**config.mk**
```make
export PLATFORM = sky130hd
export DESIGN_NAME = gcnt_top
export DESIGN_NICKNAME = d
export VERILOG_FILES = /design/src/rtl/gcnt_pkg.sv /design/src/rtl/gcnt_rst_sync.sv /design/src/rtl/gcnt_slice.sv /design/src/rtl/gcnt_top.sv
export SDC_FILE = /design/constraint.sdc
export NUM_CORES = 1
export LEC_CHECK = 0
export ABC_CLOCK_PERIOD_IN_PS = 1700
export CAP_MARGIN = 15
export CORE_MARGIN = 5
export CORE_UTILIZATION = 46
export CTS_BUF_LIST = sky130_fd_sc_hd__clkbuf_8
export DETAILED_ROUTE_END_ITERATION = 6
export PLACE_DENSITY = 0.87
export RECOVER_POWER = 100
export SLEW_MARGIN = 20
export SYNTH_ARGS = -nofsm -noshare
export SYNTH_HDL_FRONTEND = slang
export SYNTH_SLANG_ARGS = --single-unit
```
**constraint.sdc**
```tcl
create_clock -name clk_i -period 1.7 [get_ports clk_i]
set_input_delay 0.255 -clock clk_i [delete_from_list [all_inputs] [get_ports clk_i]]
set_output_delay 0.255 -clock clk_i [all_outputs]
set_load 0.05 [all_outputs]
```
**src/rtl/gcnt_pkg.sv**
```systemverilog
package gcnt_pkg;
  // width of one carry slice; the slice logic is written for two bits
  localparam int unsigned SLICE_W  = 2;
  // number of flops in the clear-release synchronizer
  localparam int unsigned SYNC_LEN = 2;

  typedef struct packed {
    logic up;
    logic ld;
  } slice_ctl_t;
endpackage

```
**src/rtl/gcnt_rst_sync.sv**
```systemverilog
module gcnt_rst_sync
  import gcnt_pkg::*;
(
  input  logic clk_i,
  input  logic rst_i,
  output logic hold_o
);
  logic [SYNC_LEN-1:0] sr_q;
  logic [SYNC_LEN-1:0] sr_d;

  always_comb begin
    sr_d = {sr_q[SYNC_LEN-2:0], 1'b0};
  end

  always_ff @(posedge clk_i or posedge rst_i) begin
    if (rst_i) sr_q <= '1;
    else       sr_q <= sr_d;
  end

  assign hold_o = sr_q[SYNC_LEN-1];
endmodule

```
**src/rtl/gcnt_slice.sv**
```systemverilog
module gcnt_slice
  import gcnt_pkg::*;
(
  input  logic               cin_i,
  input  slice_ctl_t         ctl_i,
  input  logic [SLICE_W-1:0] cur_i,
  input  logic [SLICE_W-1:0] ld_val_i,
  output logic [SLICE_W-1:0] nxt_o,
  output logic               cout_o
);
  logic lo_end;
  logic hi_end;
  logic inner;

  always_comb begin
    // a bit is at its end value when it is 1 (counting up) or 0 (counting down)
    lo_end = ctl_i.up ? cur_i[0] : ~cur_i[0];
    hi_end = ctl_i.up ? cur_i[1] : ~cur_i[1];
    inner  = cin_i & lo_end;
    cout_o = inner & hi_end;
    if (ctl_i.ld) nxt_o = ld_val_i;
    else          nxt_o = {cur_i[1] ^ inner, cur_i[0] ^ cin_i};
  end
endmodule

```
**src/rtl/gcnt_top.sv**
```systemverilog
module gcnt_top
  import gcnt_pkg::*;
#(
  parameter int unsigned CNT_W = 16
) (
  input  logic             clk_i,
  input  logic             rst_i,
  input  logic             ce_i,
  input  logic             ld_i,
  input  logic             up_i,
  input  logic [CNT_W-1:0] ld_val_i,
  output logic [CNT_W-1:0] cnt_o,
  output logic             tc_o
);
  localparam int unsigned N_SLICE = CNT_W / SLICE_W;

  logic             rst_hold;
  logic [N_SLICE:0] carry;
  logic [CNT_W-1:0] cnt_q;
  logic [CNT_W-1:0] cnt_d;
  slice_ctl_t       ctl;

  gcnt_rst_sync u_sync (
    .clk_i  (clk_i),
    .rst_i  (rst_i),
    .hold_o (rst_hold)
  );

  always_comb begin
    ctl.up = up_i;
    ctl.ld = ld_i;
  end

  assign carry[0] = ce_i;

  for (genvar g = 0; g < N_SLICE; g++) begin : g_slice
    gcnt_slice u_slice (
      .cin_i    (carry[g]),
      .ctl_i    (ctl),
      .cur_i    (cnt_q[g*SLICE_W +: SLICE_W]),
      .ld_val_i (ld_val_i[g*SLICE_W +: SLICE_W]),
      .nxt_o    (cnt_d[g*SLICE_W +: SLICE_W]),
      .cout_o   (carry[g+1])
    );
  end

  always_ff @(posedge clk_i or posedge rst_hold) begin
    if (rst_hold)          cnt_q <= '0;
    else if (ld_i || ce_i) cnt_q <= cnt_d;
  end

  assign cnt_o = cnt_q;
  assign tc_o  = carry[N_SLICE];
endmodule

```
Word level (Yosys, flattened, before mapping)
Index checks and enable logic that the tools add are counted.

word-level totals
  register bits = 18
  input port bits = 21
  output and inout port bits = 17
  logic and storage cells = 75

cells by class
  multiplexer cells = 24
  bitwise logic cells = 48
  reductions and logical operators = 1

operators by type and width
  kind              number
  1-bit AND         16
  1-bit 2-to-1 mux  16
  2-bit 2-to-1 mux  8
  1-bit inverter    16
  1-bit XOR         16
  1-bit logical OR  1

Logic depth before layout (Yosys ltp)
Gate-level depths: netlist of run 1.

  word-level depth = 19
  gate-level depth with buffers = 7
  gate-level depth less buffers = 5

Hierarchy
A second synthesis of run 1 with hierarchy kept.

unflattened totals
  cell total of the unflattened synthesis = 143
  area total of the unflattened synthesis = 1,373.8 um^2

modules (own cells, without submodules)
  module         instances  cells an instance  area an instance (um^2)  seq. area each (um^2)
  gcnt_slice     8          13                 82.6                     0.0
  gcnt_top       1          35                 653.1                    400.4
  gcnt_rst_sync  1          4                  60.1                     52.6

Worst setup path before layout of run 1
No wires, ideal clock.

  kind = reg2out
  start = register cnt_q[0], in the netlist cnt_o[0]
  end = output tc_o
  data arrival time = 2.067 ns
  data required time = 1.445 ns
  slack = -0.622 ns
  cell stages (with the launch flop) = 6
  buffers on the path = 1
  path through = dfrtp_1 > and4_2 > o21a_1 > buf_6 > nand4_1 > nor2_1

on the way
  cells in the longest elaborated chain, start to end = 18

ends and longest elaborated chain
  what                    line              text
  start, declared         gcnt_top.sv:19    logic [CNT_W-1:0] cnt_q;
  start signal, assigned  gcnt_top.sv:49    else if (ld_i || ce_i) cnt_q <= cnt_d;
  1-bit inverter          gcnt_slice.sv:17  lo_end = ctl_i.up ? cur_i[0] : ~cur_i[0];
  1-bit 2-to-1 mux *      gcnt_slice.sv:17
  1-bit AND *             gcnt_slice.sv:19  inner = cin_i & lo_end;
  1-bit AND *             gcnt_slice.sv:20  cout_o = inner & hi_end;
  1-bit AND *             gcnt_slice.sv:19
  1-bit AND *             gcnt_slice.sv:20
  1-bit AND *             gcnt_slice.sv:19
  1-bit AND *             gcnt_slice.sv:20
  (+2 left out)           --
  1-bit AND *             gcnt_slice.sv:19
  1-bit AND *             gcnt_slice.sv:20
  1-bit AND *             gcnt_slice.sv:19
  1-bit AND *             gcnt_slice.sv:20
  1-bit AND *             gcnt_slice.sv:19
  1-bit AND *             gcnt_slice.sv:20
  1-bit AND *             gcnt_slice.sv:19
  1-bit AND *             gcnt_slice.sv:20
  end, declared           gcnt_top.sv:13    output logic tc_o

Mark *: on every way between the ends. The rest lies on a longest branch, timed or not.

Worst setup path in the final report of run 1
  start = register cnt_q[12], in the netlist cnt_o[12]
  end = output tc_o

on the way
  cells in the longest elaborated chain, start to end = 6

ends and longest elaborated chain
  what                line
  1-bit inverter      gcnt_slice.sv:17
  1-bit 2-to-1 mux *  gcnt_slice.sv:17
  1-bit AND *         gcnt_slice.sv:19
  1-bit AND *         gcnt_slice.sv:20
  1-bit AND *         gcnt_slice.sv:19
  1-bit AND *         gcnt_slice.sv:20

Marked as above.

==> flow_summary.toml, run 1 <==
[global_routing]
antenna_found_initial = 0
track_usage_pct = 17.68
grt_pass1_vias = 1052
grt-ovfl-total = 0
grt_max_degree = 17
grt_pass1_wl_um = 4747

[clocking]
postCtsHoldBufs = 0
htree_levels = 1
clockBufferDepth = 2
clk_pin_slew_worst_paths_ns = 0.08
cts_tree = "built"
clock_latency_ns = 0.26
cts_made_buffers = 3
root_buffer = "clkbuf_8"
clock-sinks = 18

[synth]
ys_types = 32
yosysTopAreaCell = "dfrtp_1"
synthesis.area_mm2 = 0.001092
netlist.area_leader.share_pct = 36.66
syn-num-nets = 141
synth_seq_cells = 18
synth_area_leaders = "dfrtp_1 37%, xor2_1 10%, xnor2_1 8.0%, nand2_1 6.9%, o21ai_0 6.0%"
synthCells = 120
synth-seq-area-share_pct = 41.47
synth.avg_cell_area_um2 = 9.102
yosysWarnings = 0

[flow_run]
cap_violations = 0

[final_layout]
stdcell_area_mm2 = 0.001785
nets = 209
drive_gt1_share_pct = 41.71
multi_input_area_um2 = 643.1
fillers = 147
diodes = 0
areaGrowthSynthToFinish_pct = 63.46
regArea_um2 = 469.2

[setup_path]
required_ns = 1.44
crit_fanout = 2
setup.worst_path.start = "cnt_o[12]"
cp.arrival_ns = 1.74
worst-setup-path-type = "flop to output pin"
startpoint_type = "flop"
end_kind = "output pin"
r2r-start = "cnt_o[12]"

[timing]
worst_pin_slew_ns = 0.6151
setup_viol = 3
slew_headroom_pct = 58.95
clock.fmax_mhz = 501.3
min_period_over_period_pct = 117.3
finClkSkew_ns = 0.01257
layout_setup_ws_ns = -0.2947
post-route-min-period_ns = 1.995
final_max_slew_viol_count = 0
rsz0062_at_grt = "true"
finalHoldViolations = 0

[route]
avgViaCountPerCell = 5.177
first_iter_violations = 35
drt-total-wl_um = 3335
first_pass_iters = 4
routedWlPerCell_um = 15.51
ant_nets = 0
drc = 0
vias = 1113

[floorplanning]
die_h_um = 58.73
die_x_um = 58.73
dieArea_mm2 = 0.003449
core-area_mm2 = 0.002233
io-pin-count = 38
rows = 17
initial_core_util_pct = 48.91

[placement]
numPortBuffers = 37
hpwl_um = 2116
place.gp.congestion = 0.7698
dp_slack_ns = -0.4793
place_area_mm2 = 0.001652

[min_path]
worstHoldPathType = "flop to async pin"

[status]
violations = "setup timing"
run_status = "finished with violations"

[pwr]
p_per_area_mw_per_mm2 = 821.7
power_leakage_uw = 0.0007558
p_total_uw = 1467
vdd_drop_max_v = 0.0007904
[metrics by stage]
step	setup TNS, ns	cells	hold slack (ns)	utilization (%)
global placement	-4.255	204	0.3268	73.95
finish	-0.3252	215	0.3100	79.94
global route	-0.4803	215	0.3665	79.94
floorplan	-0.1882	120	0.1665	-
detailed placement	-5.429	204	0.3475	73.95
CTS	-0.3518	209	0.3252	76.69
[layer usage]
layer	global-route usage, %	share of wire (%)	vias up	wire length, µm
li1	-	-	542	-
met1	20.90	40	516	1344
met2	29.81	50	51	1666
met3	5.263	8.7	4	291
met4	7.120	0.99	0	33
met5	0	0	-	0
[cell usage in the layout, fill, tap and decap left out, types with 3 or more instances in the layout]
master           Yosys  routed
nor2_1               5       4
nand3_1              6       6
buf_4                0      43
nand2_1             20      20
xor2_1              13      13
dfrtp_2              0      13
clkdlybuf4s50_1      0      18
o21ai_1              2       4
nor3_2               1       3
dfrtp_1             16       3
clkbuf_1             3       3
o21ai_0             13      11
clkbuf_8             0       4
xnor2_1             10      10
[final timing paths]
| check | to | slack (ns) | depth (start not counted) |
|---|---|---|---|
| worst max-delay path | tc_o | -0.29 | 5 |
| worst min register to register | cnt_o[15] | 0.31 | 1 |
| worst max register to register | cnt_o[15] | -0.02 | 6 |
| min in group clk_i | u_sync.sr_q[1] | 0.36 | 0 |
| max in group asynchronous | cnt_o[7] | 0.94 | 1 |
| worst min-delay path | cnt_o[15] | 0.31 | 1 |
[logic make-up (layout without fill, tap and decap cells)]
group	count (synthesis)	in the layout	synth area share (%)
AO/OA/AOI/OAI	23	23	13.63
XOR/XNOR	23	23	18.44
AND/OR/NAND/NOR	46	46	20.85
flip-flops	18	18	41.47
other	1	1	0.3433
multiplexers	1	1	1.031
buffers and inverters	8	75	4.238
[critical path: stages (launching register included)]
cell	delay, ns
dfrtp_2	0.40
or3_4	0.39
a22oi_2	0.19
nand4_1	0.19
nor2_4	0.16
buf_12	0.14
[registers in the layout, indices dropped and copies added, names as in the netlist]
name / count
cnt_o: 16
u_sync.sr_q: 2
[cells in the mapped netlist, drive strengths merged]
| master | instances |
|---|---|
| nor4 | 1 |
| mux2 | 1 |
| and4 | 1 |
| a2bb2oi | 1 |
| nand3 | 6 |
| o21ai | 15 |
| xor2 | 13 |
| buf | 3 |
| dfrtp | 16 |
| o21a | 2 |
| a2bb2o | 1 |
| clkbuf | 3 |
| o221ai | 1 |
| conb | 1 |
| nor2 | 5 |
| inv | 2 |
| xnor2 | 10 |
| dfstp | 2 |
| a22oi | 1 |
| o31a | 1 |
| nand2 | 20 |
| or3 | 2 |
| o2bb2ai | 1 |
| nor3 | 5 |
| nand4 | 3 |
| and3 | 2 |
| nand2b | 1 |
[power breakdown]
| group | leakage (µW) | internal (µW) | switching (µW) |
|---|---|---|---|
| Sequential | 0.000199 | 480 | 54.8 |
| Clock | 0.0000288 | 206 | 159 |
| Combinational | 0.000528 | 247 | 320 |
[what timing repair did]
action | in CTS | in global routing
endpoints found under the setup margin | 13 | 11
buffers inserted | 1 | 7
pin swaps | 6 | 8
hold endpoints to repair | 0 | 0
gates resized for setup | 1 | 10
[cell type report]
class,count,share of cell area (%)
sequential,18,26.28
clock buffer,4,3.083
timing repair buffer,69,32.24
inverter,2,0.4205
tap,28,1.962
multi-input combinational,94,36.02
No activity file was read; power rests on OpenSTA's default activity.
==> inputs of run 2 (changes only) <==
--- a/config.mk
+++ b/config.mk
@@ -11,6 +11,7 @@
 export CORE_UTILIZATION = 46
 export CTS_BUF_LIST = sky130_fd_sc_hd__clkbuf_8
 export DETAILED_ROUTE_END_ITERATION = 6
+export GPL_TIMING_DRIVEN = 0
 export PLACE_DENSITY = 0.87
 export RECOVER_POWER = 100
 export SLEW_MARGIN = 20
==> run 2 against run 1 <==
  * The run still ends with setup timing left
  * Worst hold slack improved by 0.024 ns
  * Combinational power fell by 14%
  * Design area fell by 6.9%
  * Flip-flop and latch count did not move
  * Clock-buffer cell count did not move
  * Cell count fell by 8.4%
  * Die area did not move
  * Power fell by 5.5%
  * Register-to-register slack got worse by 0.12 ns
  * Clock skew fell by 0.011 ns
  * Sequential power rose by 0.9%
  * Critical path type unchanged
==> flow_summary.toml, run 2 (synthesis gave the netlist of run 1 again) <==
[clocking]
cts_made_buffers = 3
clk_pin_slew_worst_paths_ns = 0.07
clock-sinks = 18
clock_latency_ns = 0.26
htree_levels = 1
root_buffer = "clkbuf_8"
cts_tree = "built"
postCtsHoldBufs = 0
clockBufferDepth = 2

[timing]
post-route-min-period_ns = 1.945
final_max_slew_viol_count = 0
slew_headroom_pct = 57.98
worst_pin_slew_ns = 0.6297
setup_viol = 2
fin_hold_ws_ns = 0.3336
rsz0062_at_grt = "true"
clock.fmax_mhz = 514.1
finClkSkew_ns = 0.001843
finalHoldViolations = 0
layout_setup_ws_ns = -0.2452
min_period_over_period_pct = 114.4

[route]
drc = 0
drt-total-wl_um = 3043
vias = 1061
avgViaCountPerCell = 5.386
ant_nets = 0
first_pass_iters = 4
routedWlPerCell_um = 15.45
first_iter_violations = 40

[status]
violations = "setup timing"
run_status = "finished with violations"

[floorplanning]
dieArea_mm2 = 0.003449
core-area_mm2 = 0.002233
initial_core_util_pct = 48.91
die_h_um = 58.73
io-pin-count = 38
rows = 17
die_x_um = 58.73

[setup_path]
cp.arrival_ns = 1.69
crit_fanout = 2
required_ns = 1.44
startpoint_type = "flop"
crit_chain = "or3_4 -> a22oi_2 -> nand4_1 -> nor2_4 -> buf_8"
crit_slowest_cell = "dfrtp_2"
end_kind = "output pin"
worst-setup-path-type = "flop to output pin"
max_stage_delay_ns = 0.42

[global_routing]
grt_pass1_vias = 1099
grt-ovfl-total = 0
globalRouteMet2Util_pct = 31.23
grt_pass1_wl_um = 4974
globalRouteMet3Util_pct = 3.947
track_usage_pct = 18.55
antenna_found_initial = 0
grt_max_degree = 17
use_met1_pct = 23.63
busiest_layer = "met2"

[final_layout]
diodes = 0
nets = 191
areaGrowthSynthToFinish_pct = 52.12
fillers = 182
largest_register_ffs = 16
final_common_cell = "nand2_1"
drive_gt1_share_pct = 25.44
final_cell_mix = "20 x nand2_1, 17 x clkdlybuf4s50_1, 16 x dlygate4sd2_1"

[pwr]
vdd_drop_max_v = 0.0005530
power_leakage_uw = 0.0006819
p_per_area_mw_per_mm2 = 834.2

[placement]
hpwl_um = 1988
dp_slack_ns = -1.166
place.gp.congestion = 0.7853
numPortBuffers = 37

[flow_run]
cap_violations = 0

[min_path]
worstHoldPathType = "flop to async pin"
==> run 2: metrics by stage <==
step	std cells	utilization [%]	cell area (µm²)	power, µW	setup TNS (ns)
after floorplan	120	-	1127	838.2	-0.1882
after global placement	185	68.63	1533	998.7	-3.804
after detailed placement	185	68.63	1533	1010	-4.493
after CTS	198	73.84	1649	1376	-0.4406
after global routing	197	74.40	1662	1451	-0.9141
final	197	74.40	1662	1386	-0.3858
==> run 2: report_power, final <==
part	internal (µW)	switching, µW	leakage [µW]
combinational	193	293	0.000451
sequential	479	60.8	0.000202
clock	206	154	0.0000288
==> run 2: final timing paths <==
path	start	to	slack [ns]	depth (start not counted)
max	cnt_o[11]	tc_o	-0.25	5
min	u_sync.sr_q[1]	cnt_o[15]	0.33	1
max reg2reg	cnt_o[2]	cnt_o[14]	-0.14	6
min reg2reg	u_sync.sr_q[1]	cnt_o[15]	0.33	1
max in group asynchronous	u_sync.sr_q[1]	cnt_o[4]	0.92	1
min in group clk_i	u_sync.sr_q[0]	u_sync.sr_q[1]	0.36	0
==> run 2: per-layer routing <==
layer / wire (µm) / part of all wire, %
met4: 45 / 1.5
met2: 1544 / 51
met5: 0 / 0
met1: 1228 / 40
met3: 225 / 7.4
==> run 2: final cells by class <==
type	instances	area, µm²	share of cell area, %
Timing Repair Buffer	46	424.2	25.53
Multi-Input combinational cell	94	643.1	38.70
Clock buffer	4	55.05	3.313
Sequential cell	18	466.7	28.09
Buffer	5	30.03	1.807
Tap cell	28	35.03	2.108
Inverter	2	7.507	0.4518
==> run 2: worst max-delay path, delay by kind of cell, from the launching register on <==
kind	cells	cell delay (ns)
DFF	1	0.42
AOI/OAI and AO/OA	1	0.17
and+or+nand+nor	3	0.70
buffers and inverters	1	0.15
==> run 2: timing repair <==
action / 4_1_cts / 5_1_grt
pin swaps: 5 / 5
gates resized for setup: 28 / 7
endpoints found under the setup margin: 24 / 10
setup buffers: 9 / 0
